### src/rtl/mdio_ctrl_pkg.sv
package mdio_ctrl_pkg;

  // Host word layout (low 27 bits map onto mdio_cmd_t)
  localparam int RVALID_BIT = 27;
  localparam int BUSY_BIT   = 28;

  // Frame body after the preamble: start(2) op(2) phy(5) reg(5) ta(2) data(16)
  localparam int BODY_BITS = 32;
  localparam int TA_OFS    = 14;
  localparam int DATA_OFS  = 16;

  typedef struct packed {
    logic       rd;
    logic [4:0] regad;
    logic [4:0] phy;
    logic [15:0] data;
  } mdio_cmd_t;

  // Serial body for a command, MSB sent first.
  function automatic logic [BODY_BITS-1:0] frame_body(mdio_cmd_t c);
    logic [1:0] op;
    logic [1:0] ta;
    logic [15:0] dat;
    op  = c.rd ? 2'b10 : 2'b01;
    ta  = c.rd ? 2'b11 : 2'b10;
    dat = c.rd ? 16'h0000 : c.data;
    return {2'b01, op, c.phy, c.regad, ta, dat};
  endfunction

  // Frame bit index where a read stops driving MDIO.
  function automatic int release_idx(int pre_len);
    return pre_len + TA_OFS + 1;
  endfunction

  // Frame bit index of the first read data bit.
  function automatic int data_idx(int pre_len);
    return pre_len + DATA_OFS;
  endfunction

endpackage

### src/rtl/mdio_mdc_gen.sv
module mdio_mdc_gen #(
  parameter int DIV = 4
) (
  input  logic clk,
  input  logic rst_n,
  input  logic en,
  output logic mdc,
  output logic rise_tk,
  output logic fall_tk
);
  localparam int HALF = DIV / 2;
  localparam int CW   = (HALF > 1) ? $clog2(HALF) : 1;

  logic [CW-1:0] cnt;
  logic          wrap;

  assign wrap    = (cnt == CW'(HALF - 1));
  assign rise_tk = en && wrap && !mdc;
  assign fall_tk = en && wrap && mdc;

  always_ff @(posedge clk) begin
    if (!rst_n) begin
      cnt <= '0;
      mdc <= 1'b0;
    end else if (!en) begin
      cnt <= '0;
      mdc <= 1'b0;
    end else if (wrap) begin
      cnt <= '0;
      mdc <= ~mdc;
    end else begin
      cnt <= cnt + CW'(1);
    end
  end

  p_tick_excl_r8: assert property (@(posedge clk) disable iff (!rst_n)
    $onehot0({rise_tk, fall_tk}));

  p_mdc_low_off_r8: assert property (@(posedge clk) disable iff (!rst_n)
    !en |=> !mdc);

endmodule

### src/rtl/mdio_frame_shifter.sv
module mdio_frame_shifter
  import mdio_ctrl_pkg::*;
#(
  parameter int PRE_LEN = 32
) (
  input  logic        clk,
  input  logic        rst_n,
  input  logic        start,
  input  mdio_cmd_t   cmd,
  input  logic        rise_tk,
  input  logic        fall_tk,
  input  logic        mdio_i,
  output logic        run,
  output logic        mdio_o,
  output logic        mdio_oe,
  output logic        done,
  output logic [15:0] rd_data
);
  localparam int TOTAL  = PRE_LEN + BODY_BITS;
  localparam int IW     = $clog2(TOTAL);
  localparam int REL    = release_idx(PRE_LEN);
  localparam int DSTART = data_idx(PRE_LEN);

  logic                 rd_q;
  logic [IW-1:0]        idx;
  logic [BODY_BITS-1:0] sh;
  logic [15:0]          rsh;
  logic                 last_bit;
  logic                 in_body;
  logic                 in_rdata;
  logic                 released;

  assign last_bit = (idx == IW'(TOTAL - 1));
  assign in_body  = (idx >= IW'(PRE_LEN));
  assign in_rdata = rd_q && (idx >= IW'(DSTART));
  assign released = rd_q && (idx >= IW'(REL));

  always_ff @(posedge clk) begin
    if (!rst_n) begin
      run  <= 1'b0;
      rd_q <= 1'b0;
      idx  <= '0;
      sh   <= '0;
      rsh  <= '0;
    end else if (start) begin
      run  <= 1'b1;
      rd_q <= cmd.rd;
      idx  <= '0;
      sh   <= frame_body(cmd);
      rsh  <= '0;
    end else if (run) begin
      if (rise_tk && in_rdata)
        rsh <= {rsh[14:0], mdio_i};
      if (fall_tk) begin
        if (last_bit) begin
          run <= 1'b0;
        end else begin
          idx <= idx + IW'(1);
          if (in_body)
            sh <= {sh[BODY_BITS-2:0], 1'b0};
        end
      end
    end
  end

  assign mdio_o  = (run && in_body) ? sh[BODY_BITS-1] : 1'b1;
  assign mdio_oe = run && !released;
  assign done    = run && fall_tk && last_bit;
  assign rd_data = rsh;

  p_idx_bound_r2: assert property (@(posedge clk) disable iff (!rst_n)
    run |-> (idx < IW'(TOTAL)) || (TOTAL == (1 << IW)));

  p_release_read_only_r3: assert property (@(posedge clk) disable iff (!rst_n)
    (run && !mdio_oe) |-> rd_q);

  p_sample_on_rise_r4: assert property (@(posedge clk) disable iff (!rst_n)
    (!rise_tk && !start) |=> $stable(rsh));

endmodule

### src/rtl/mdio_cmd_ctrl.sv
module mdio_cmd_ctrl
  import mdio_ctrl_pkg::*;
#(
  parameter int CLK_DIV = 4,
  parameter int PRE_LEN = 32
) (
  input  logic        clk,
  input  logic        rst_n,
  input  logic        cmd_wr,
  input  logic [31:0] cmd_wdata,
  output logic [31:0] cmd_rdata,
  output logic        mdc,
  output logic        mdio_o,
  output logic        mdio_oe,
  input  logic        mdio_i
);
  mdio_cmd_t   wcmd;
  mdio_cmd_t   cmd_q;
  logic        busy_q;
  logic        rvalid_q;
  logic        accept;
  logic        sh_run;
  logic        sh_done;
  logic        rise_tk;
  logic        fall_tk;
  logic [15:0] rd_data;

  assign wcmd   = mdio_cmd_t'(cmd_wdata[26:0]);
  assign accept = cmd_wr && !busy_q;

  always_ff @(posedge clk) begin
    if (!rst_n) begin
      cmd_q    <= '0;
      busy_q   <= 1'b0;
      rvalid_q <= 1'b0;
    end else if (accept) begin
      cmd_q    <= wcmd;
      busy_q   <= 1'b1;
      rvalid_q <= 1'b0;
    end else if (sh_done) begin
      busy_q <= 1'b0;
      if (cmd_q.rd) begin
        cmd_q.data <= rd_data;
        rvalid_q   <= 1'b1;
      end
    end
  end

  assign cmd_rdata = {3'b000, busy_q, rvalid_q, cmd_q};

  mdio_mdc_gen #(.DIV(CLK_DIV)) u_mdc (
    .clk     (clk),
    .rst_n   (rst_n),
    .en      (sh_run),
    .mdc     (mdc),
    .rise_tk (rise_tk),
    .fall_tk (fall_tk)
  );

  mdio_frame_shifter #(.PRE_LEN(PRE_LEN)) u_shift (
    .clk     (clk),
    .rst_n   (rst_n),
    .start   (accept),
    .cmd     (wcmd),
    .rise_tk (rise_tk),
    .fall_tk (fall_tk),
    .mdio_i  (mdio_i),
    .run     (sh_run),
    .mdio_o  (mdio_o),
    .mdio_oe (mdio_oe),
    .done    (sh_done),
    .rd_data (rd_data)
  );

  p_busy_tracks_frame_r5: assert property (@(posedge clk) disable iff (!rst_n)
    busy_q == sh_run);

  p_mdc_idle_r8: assert property (@(posedge clk) disable iff (!rst_n)
    !busy_q |-> !mdc);

  p_oe_idle_r8: assert property (@(posedge clk) disable iff (!rst_n)
    !busy_q |-> !mdio_oe);

  p_ignore_busy_r6: assert property (@(posedge clk) disable iff (!rst_n)
    (busy_q && cmd_wr && !sh_done) |=> $stable(cmd_rdata[26:0]));

  p_rvalid_clear_r7: assert property (@(posedge clk) disable iff (!rst_n)
    (cmd_wr && !cmd_rdata[BUSY_BIT]) |=> (cmd_rdata[BUSY_BIT] && !cmd_rdata[RVALID_BIT]));

  p_rvalid_hold_r7: assert property (@(posedge clk) disable iff (!rst_n)
    (rvalid_q && !cmd_wr) |=> rvalid_q);

  p_rvalid_rise_r4: assert property (@(posedge clk) disable iff (!rst_n)
    $rose(rvalid_q) |-> ($fell(busy_q) && cmd_q.rd));

endmodule

### config.mk
export PLATFORM = sky130hd
export DESIGN_NAME = mdio_cmd_ctrl
export DESIGN_NICKNAME = d
export VERILOG_FILES = /design/src/rtl/mdio_ctrl_pkg.sv /design/src/rtl/mdio_mdc_gen.sv /design/src/rtl/mdio_frame_shifter.sv /design/src/rtl/mdio_cmd_ctrl.sv
export SDC_FILE = /design/constraint.sdc
export NUM_CORES = 1
export LEC_CHECK = 0
export ABC_AREA = 0
export BUFFER_PORTS_ARGS = -buffer_cell sky130_fd_sc_hd__buf_2
export CORE_AREA = 2 2 90 92
export CTS_CLUSTER_SIZE = 16
export DETAILED_ROUTE_END_ITERATION = 6
export DIE_AREA = 0 0 92 94
export PLACE_DENSITY = 0.7
export SLEW_MARGIN = 10
export SYNTH_ARGS = -nofsm -noshare
export SYNTH_HDL_FRONTEND = slang
export SYNTH_HIERARCHICAL = 1
export SYNTH_SLANG_ARGS = --single-unit
### constraint.sdc
create_clock -name clk -period 2.6 [get_ports clk]
set_clock_uncertainty 0.2 [all_clocks]
set_input_delay 0 -clock clk [delete_from_list [all_inputs] [get_ports clk]]
set_output_delay 0 -clock clk [all_outputs]
set_load 0.1 [all_outputs]
==> flow_metrics.tcl, run 1 <==
set metrics [dict create \
    intPower_w 0.002026 \
    share_clk_of_total_power_pct 31.5 \
    cap_viol_max_count 0 \
    die_footprint_sq_um 8648 \
    finish.net_count 547 \
    dp_slack_ns 0.2031 \
    multiInputGateArea_sq_um 1760 \
    post-synth-top-area-fraction_pct 46.22 \
    diodes 0 \
    synth_edf_count 0 \
    totalNegativeSetupSlack_ns 0 \
    crit_path_cell_trace "nand2b_1 > inv_2 > buf_4 > buf_6 > nand2_1 > a21boi_0 > dlygate4sd3_1" \
    worst_slack_ns 0.1671 \
    seqCellArea_sq_um 1743 \
    worst_setup_path_end_kind "flip-flop" \
    most_common_cell_in_the_netlist "nand2_1" \
    synth_cell_type_count 39 \
    clock_tree.buffer_depth 2 \
    power.switching_fraction_pct 31.78 \
    start_kind "flip-flop" \
    detailedPlacementHpwl_microns 5788 \
    worst_margin_slew_ns 1.207 \
    slew_viol_final 0 \
    class_of_the_tightest_hold_or_removal_check "primary input to flip-flop" \
    num_vias 3363 \
    worstPathArrival_ns 2.54 \
    fillCellCount 670 \
    worst_slew_margin_rel_pct 19.40 \
    irDropWorstVdd_uv 253.6 \
    p_sw_w 0.0009439 \
    fmax_ghz 0.4110 \
    post_synth_main_area_contributors "dfxtp_1 (46%), nand2_1 (12%), o211a_1 (7.7%)" \
    clk_pin_slew_ns 0.09 \
    clock_sink_count 87 \
    dp_cells 563 \
    avgSynthCellArea_sq_um 8.785 \
    critical-path-top-delay-family "buffers and inverters" \
    grtUsageTotal_pct 21.94 \
    cts_tree "built" \
    post-route-drc-count 0 \
    criticalPathCategory "flip-flop to flip-flop" \
    yosys_warnings 6 \
    ys.flop_type "dfxtp_1" \
    pwr-share-comb_pct 20.0 \
    avgRoutedWirePerCell_microns 15.03 \
    synth.cell_area_sq_um 3769 \
    ant_nets 0 \
    firstDrtPassIters 5 \
    grt_first_pass_wirelength_microns 15010 \
    drt_wl_total_microns 9259 \
    initialDrtViolationCount 215 \
    crit_slowest_cell "dlygate4sd3_1" \
    globalRoute.totalOverflow 0 \
    worst_hold_slack_ns 0.2240 \
    first_global_vias 3068 \
    top_level_pins 71 \
    maximum_number_of_pins_on_one_net_before_global_route_repair 55 \
    fraction_of_layout_instances_using_a_drive_strength_above_1_pct 18.09 \
    initial_core_util_pct 49.54 \
    avgViaCountPerCell 5.459 \
    synth_cells 429 \
    grt_setup_unrepaired "false" \
    finish.cell_count_without_fillers 616 \
    numCtsBuffers 9 \
    layout-area-overhead-vs-synth_pct 22.64 \
    cts_htree_levels 3 \
    root_buffer "clkbuf_8" \
    post-route-period-util_pct 93.57 \
    period_needed_ns 2.433 \
    power_per_standard_cell_area_nw_per_um2 642.6 \
    timing.critical_path.slowest_cell_delay_ns 0.58 \
    grt_antenna_before_repair 0 \
    run_status "complete, no violations" \
    clk_latency_ns 0.36 \
    die_height_microns 94 \
    final-setup-viol-count 0 \
    die_width_microns 92 \
    timing.final.hold_violations 0 \
    postCtsSetupBuffers 0 \
    crit_buf_inv 4 \
    finalWeightedCongestion 0.8069 \
    port-buffer-count 62 \
    synth-async-reset-ratio_pct 0 \
    power.share.sequential_pct 48.4 \
    leakagePower_nw 2.145 \
    ys_seq_area_share_pct 46.22 \
    synth-seq-cells 87 \
    yosys-top-cells-count "nand2_1 (122), dfxtp_1 (87), o211a_1 (29), a21oi_1 (20), a31oi_1 (18)" \
    cp_max_fo 38 \
    row_count 32 \
    worstPathRequired_ns 2.70 \
    synth_top_area_cell "dfxtp_1" \
    core_area_sq_um 7607 \
]
==> worst min-delay path, cell delays in order <==
cell	delay (ns)
dlygate4sd3_1	0.52
buf_2	0.11
o211a_1	0.12
==> final cells by class <==
class                           count  share of cell area [%]
Multi-Input combinational cell    296                   38.09
Sequential cell                    87                   37.71
Timing Repair Buffer              109                   16.70
Clock buffer                       10                   2.761
Tap cell                          102                   2.761
Clock inverter                      6                   1.489
Inverter                            6                  0.4873
==> final timing paths <==
check,from,end,slack [ns],cells past startpoint
max,busy_q,cmd_rdata[19],0.17,7
min,cmd_wr,busy_q,0.22,3
max reg2reg,busy_q,cmd_rdata[19],0.17,7
min reg2reg,cmd_rdata[22],cmd_rdata[22],0.26,2
==> flip-flops by register name, indices dropped and copies added, names as in the netlist <==
register,flops
u_shift/rd_data,16
rvalid_q,1
u_mdc/mdc,1
u_shift/run,1
u_mdc/cnt,1
cmd_rdata,27
busy_q,1
u_shift/rd_q,1
u_shift/sh,32
u_shift/idx,6
==> power groups by stage <==
| stage | Combinational (W) | Clock, W | Sequential, W |
|---|---|---|---|
| 2_1_floorplan | 0.000244 | 0 | 0.00167 |
| 3_3_place_gp | 0.000539 | 0 | 0.00147 |
| 3_5_place_dp | 0.000545 | 0 | 0.00147 |
| 4_1_cts | 0.000589 | 0.000963 | 0.00144 |
| 5_1_grt | 0.000633 | 0.00101 | 0.00145 |
| 6_report | 0.000595 | 0.000936 | 0.00144 |
==> timing repair <==
action | 4_1_cts | 5_1_grt
setup endpoints to repair | 0 | 3
endpoints found under the hold margin | 63 | 0
hold buffers | 37 | 0
gates resized for setup | 0 | 1
==> kinds of logic after synthesis <==
logic type	after synthesis	synth area share, %
other	1	0.09951
buffers and inverters	48	7.271
flip-flops	87	46.22
AND/OR/NAND/NOR	152	16.50
multiplexers	15	3.984
AO/OA/AOI/OAI	121	24.57
adder cells (fa/ha/maj)	2	0.6639
XOR/XNOR	3	0.6973
==> per-layer routing <==
layer / share of wire (%) / global-route usage (%)
met2: 46 / 34.80
met5: 0 / 0
met1: 47 / 29.96
met3: 5.9 / 3.050
met4: 1.8 / 9.577
==> layout by cell type (no fill, tap or decap), types with 2 or more instances in the layout <==
cell,n
dlygate4sd3_1,37
and3_1,2
xnor2_1,3
mux2i_1,15
a22oi_1,15
inv_1,5
o311a_1,2
a31oi_1,18
buf_2,62
nand3_1,4
nand2_1,122
inv_6,2
or2_1,2
o21ai_0,3
clkbuf_8,9
conb_1,3
a21boi_0,11
ha_1,2
a311oi_1,2
a21oi_1,20
o211a_1,29
o31ai_1,16
nor2_1,11
nor2b_1,4
buf_4,8
dfxtp_1,86
==> metrics by stage <==
step | area, sq um | total power, W | util, %
6_report | 4622 | 0.002970 | 60.76
5_1_grt | 4622 | 0.003090 | 60.76
4_1_cts | 4618 | 0.002989 | 60.71
3_5_place_dp | 4051 | 0.002013 | 53.26
3_3_place_gp | 4051 | 0.002005 | 53.26
2_1_floorplan | 3777 | 0.001910 | -
No activity file was read; power rests on OpenSTA's default activity.
==> inputs of run 2 (changes only) <==
Settings changed: CORE_AREA 2 2 90 92 to 2 2 83 101, DIE_AREA 0 0 92 94 to 0 0 85 103, PLACE_DENSITY 0.7 to 0.69.
==> run 2 against run 1 <==
Sequential power hardly changed. Non-clock buffer count is 6 lower. Global-route usage down 1.6 points. Final cell count fell by 2.1%. Combinational power shrank 3%. Critical path depth fell by 1. Largest power group unchanged. Largest cell class unchanged.
==> flow_metrics.tcl, run 2 (synthesis gave the netlist of run 1 again) <==
set metrics [dict create \
    timing.final.hold_violations 0 \
    most-common-layout-cells "nand2_1 (122), dfxtp_1 (86), buf_2 (62)" \
    totalNegativeSetupSlack_ns 0 \
    numCtsBuffers 9 \
    worstPathRequired_ns 2.67 \
    die_height_microns 103 \
    fmax_ghz 0.4236 \
    grt_antenna_before_repair 0 \
    cap_viol_max_count 0 \
    worst_slew_margin_rel_pct 19.95 \
    run_status "complete, no violations" \
    clk_pin_slew_ns 0.09 \
    row_count 36 \
    grt_setup_unrepaired "false" \
    setup_slack_on_the_worst_flop_to_flop_path_ns 0.24 \
    start_kind "flip-flop" \
    r2r_start "busy_q" \
    layout.cells.most_common "nand2_1" \
    initial_core_util_pct 47.81 \
    worst_hold_startpoint "mdio_i" \
    class_of_the_tightest_hold_or_removal_check "primary input to flip-flop" \
    number_of_flip_flops_in_the_largest_register 32 \
    first_global_vias 3000 \
    worst_margin_slew_ns 1.198 \
    min_path_cells 4 \
    clk_latency_ns 0.35 \
    post-route-period-util_pct 90.80 \
    clock_sink_count 87 \
    min_delay_worst_endpoint "u_shift/rd_data[0]" \
    top_level_pins 71 \
    grt_first_pass_wirelength_microns 14300 \
    clock_tree.buffer_depth 2 \
    diodes 0 \
    die_width_microns 85 \
    fillCellCount 709 \
    criticalPathCategory "flip-flop to flip-flop" \
    ant_nets 0 \
    layout-area-overhead-vs-synth_pct 20.35 \
    postCtsSetupBuffers 0 \
    multiInputGateArea_sq_um 1760 \
    die_footprint_sq_um 8755 \
    detailedPlacementHpwl_microns 5756 \
    irDropWorstVdd_uv 437.2 \
    power_per_standard_cell_area_nw_per_um2 637.9 \
    cp_max_fo 20 \
    final-setup-viol-count 0 \
    slew_viol_final 0 \
    totalPowerFinal_w 0.002893 \
    post-route-drc-count 0 \
    root_buffer "clkbuf_8" \
    avgRoutedWirePerCell_microns 14.77 \
    max_flop_register "u_shift/sh" \
    period_needed_ns 2.361 \
    worstPathArrival_ns 2.44 \
    fraction_of_layout_instances_using_a_drive_strength_above_1_pct 18.50 \
    port-buffer-count 62 \
    globalRoute.totalOverflow 0 \
    cts_tree "built" \
    initialDrtViolationCount 223 \
    grtUsageTotal_pct 20.37 \
    cts_htree_levels 3 \
    core_area_sq_um 7883 \
    leakagePower_nw 2.093 \
    avgViaCountPerCell 5.451 \
    finalWeightedCongestion 0.8188 \
    drt_wl_total_microns 8909 \
    maximum_number_of_pins_on_one_net_before_global_route_repair 55 \
    crit-reg2reg-capture "u_shift/rd_data[10]" \
    seqCellArea_sq_um 1743 \
    ff2ff_path_depth 6 \
    num_vias 3287 \
    worst_setup_path_end_kind "flip-flop" \
    firstDrtPassIters 4 \
    finish.net_count 541 \
]
## run 2: cell count changes in the layout (fill, tap and decap cells not counted), sizes merged
| cell | previous run | this run |
|---|---|---|
| bufinv | 1 | 0 |
| dlygate4sd3 | 37 | 31 |
| clkinvlp | 1 | 3 |
| inv | 8 | 7 |
## run 2: stage by stage
| step | area [sq um] | worst slack, ns | util [%] | hold WS [ns] | instances |
|---|---|---|---|---|---|
| detailed placement | 4043 | 0.2722 | 51.29 | 0.05243 | 556 |
| global route | 4536 | 0.02937 | 57.54 | 0.2440 | 603 |
| CTS | 4536 | 0.2347 | 57.54 | 0.2201 | 603 |
| floorplan | 3777 | 0.3202 | - | -0.06518 | 431 |
| global placement | 4043 | 0.3645 | 51.29 | 0.05254 | 556 |
| finish | 4536 | 0.2391 | 57.54 | 0.2284 | 603 |
## run 2: how the worst max path moves through the flow
stage | from | to
5_1_grt | busy_q | u_shift/rd_data[10]
3_5_place_dp | busy_q | u_shift/idx[5]
4_1_cts | busy_q | u_shift/idx[5]
2_1_floorplan | u_mdc/mdc | cmd_rdata[10]
3_3_place_gp | busy_q | u_shift/idx[5]
6_report | busy_q | u_shift/rd_data[10]
## run 2: final cells by class
cell class	instances	share of cell area, %
Multi-Input combinational cell	296	38.81
Clock buffer	10	3.034
Inverter	6	0.4966
Clock inverter	6	0.9931
Timing Repair Buffer	103	15.61
Sequential cell	87	38.43
Tap cell	95	2.621
## run 2: layer usage
| metal | vias up | routed length, microns | GRT usage [%] |
|---|---|---|---|
| li1 | 1634 | - | - |
| met1 | 1540 | 3951 | 27.73 |
| met2 | 95 | 4363 | 31.97 |
| met3 | 18 | 400 | 3.363 |
| met4 | 0 | 193 | 9.035 |
| met5 | - | 0 | 0 |
## run 2: where the power goes
part	total [W]	switching (W)	internal (W)
logic	0.000577	0.000411	0.000166
clock network	0.000875	0.000499	0.000377
registers	0.00144	0.0000398	0.00140
total	0.00289	0.000949	0.00194
## run 2: worst max-delay path: stages, from the launching register on
cell      delay [ns]
dfxtp_1         0.37
nand2b_1        0.15
inv_2           0.06
inv_1           0.52
nand2_1         0.49
buf_4           0.33
a21oi_1         0.16
## run 2: timing repair
| item | in CTS | in global routing |
|---|---|---|
| hold buffers | 31 | 0 |
| endpoints found under the hold margin | 62 | 0 |
| resized for setup | 0 | 0 |
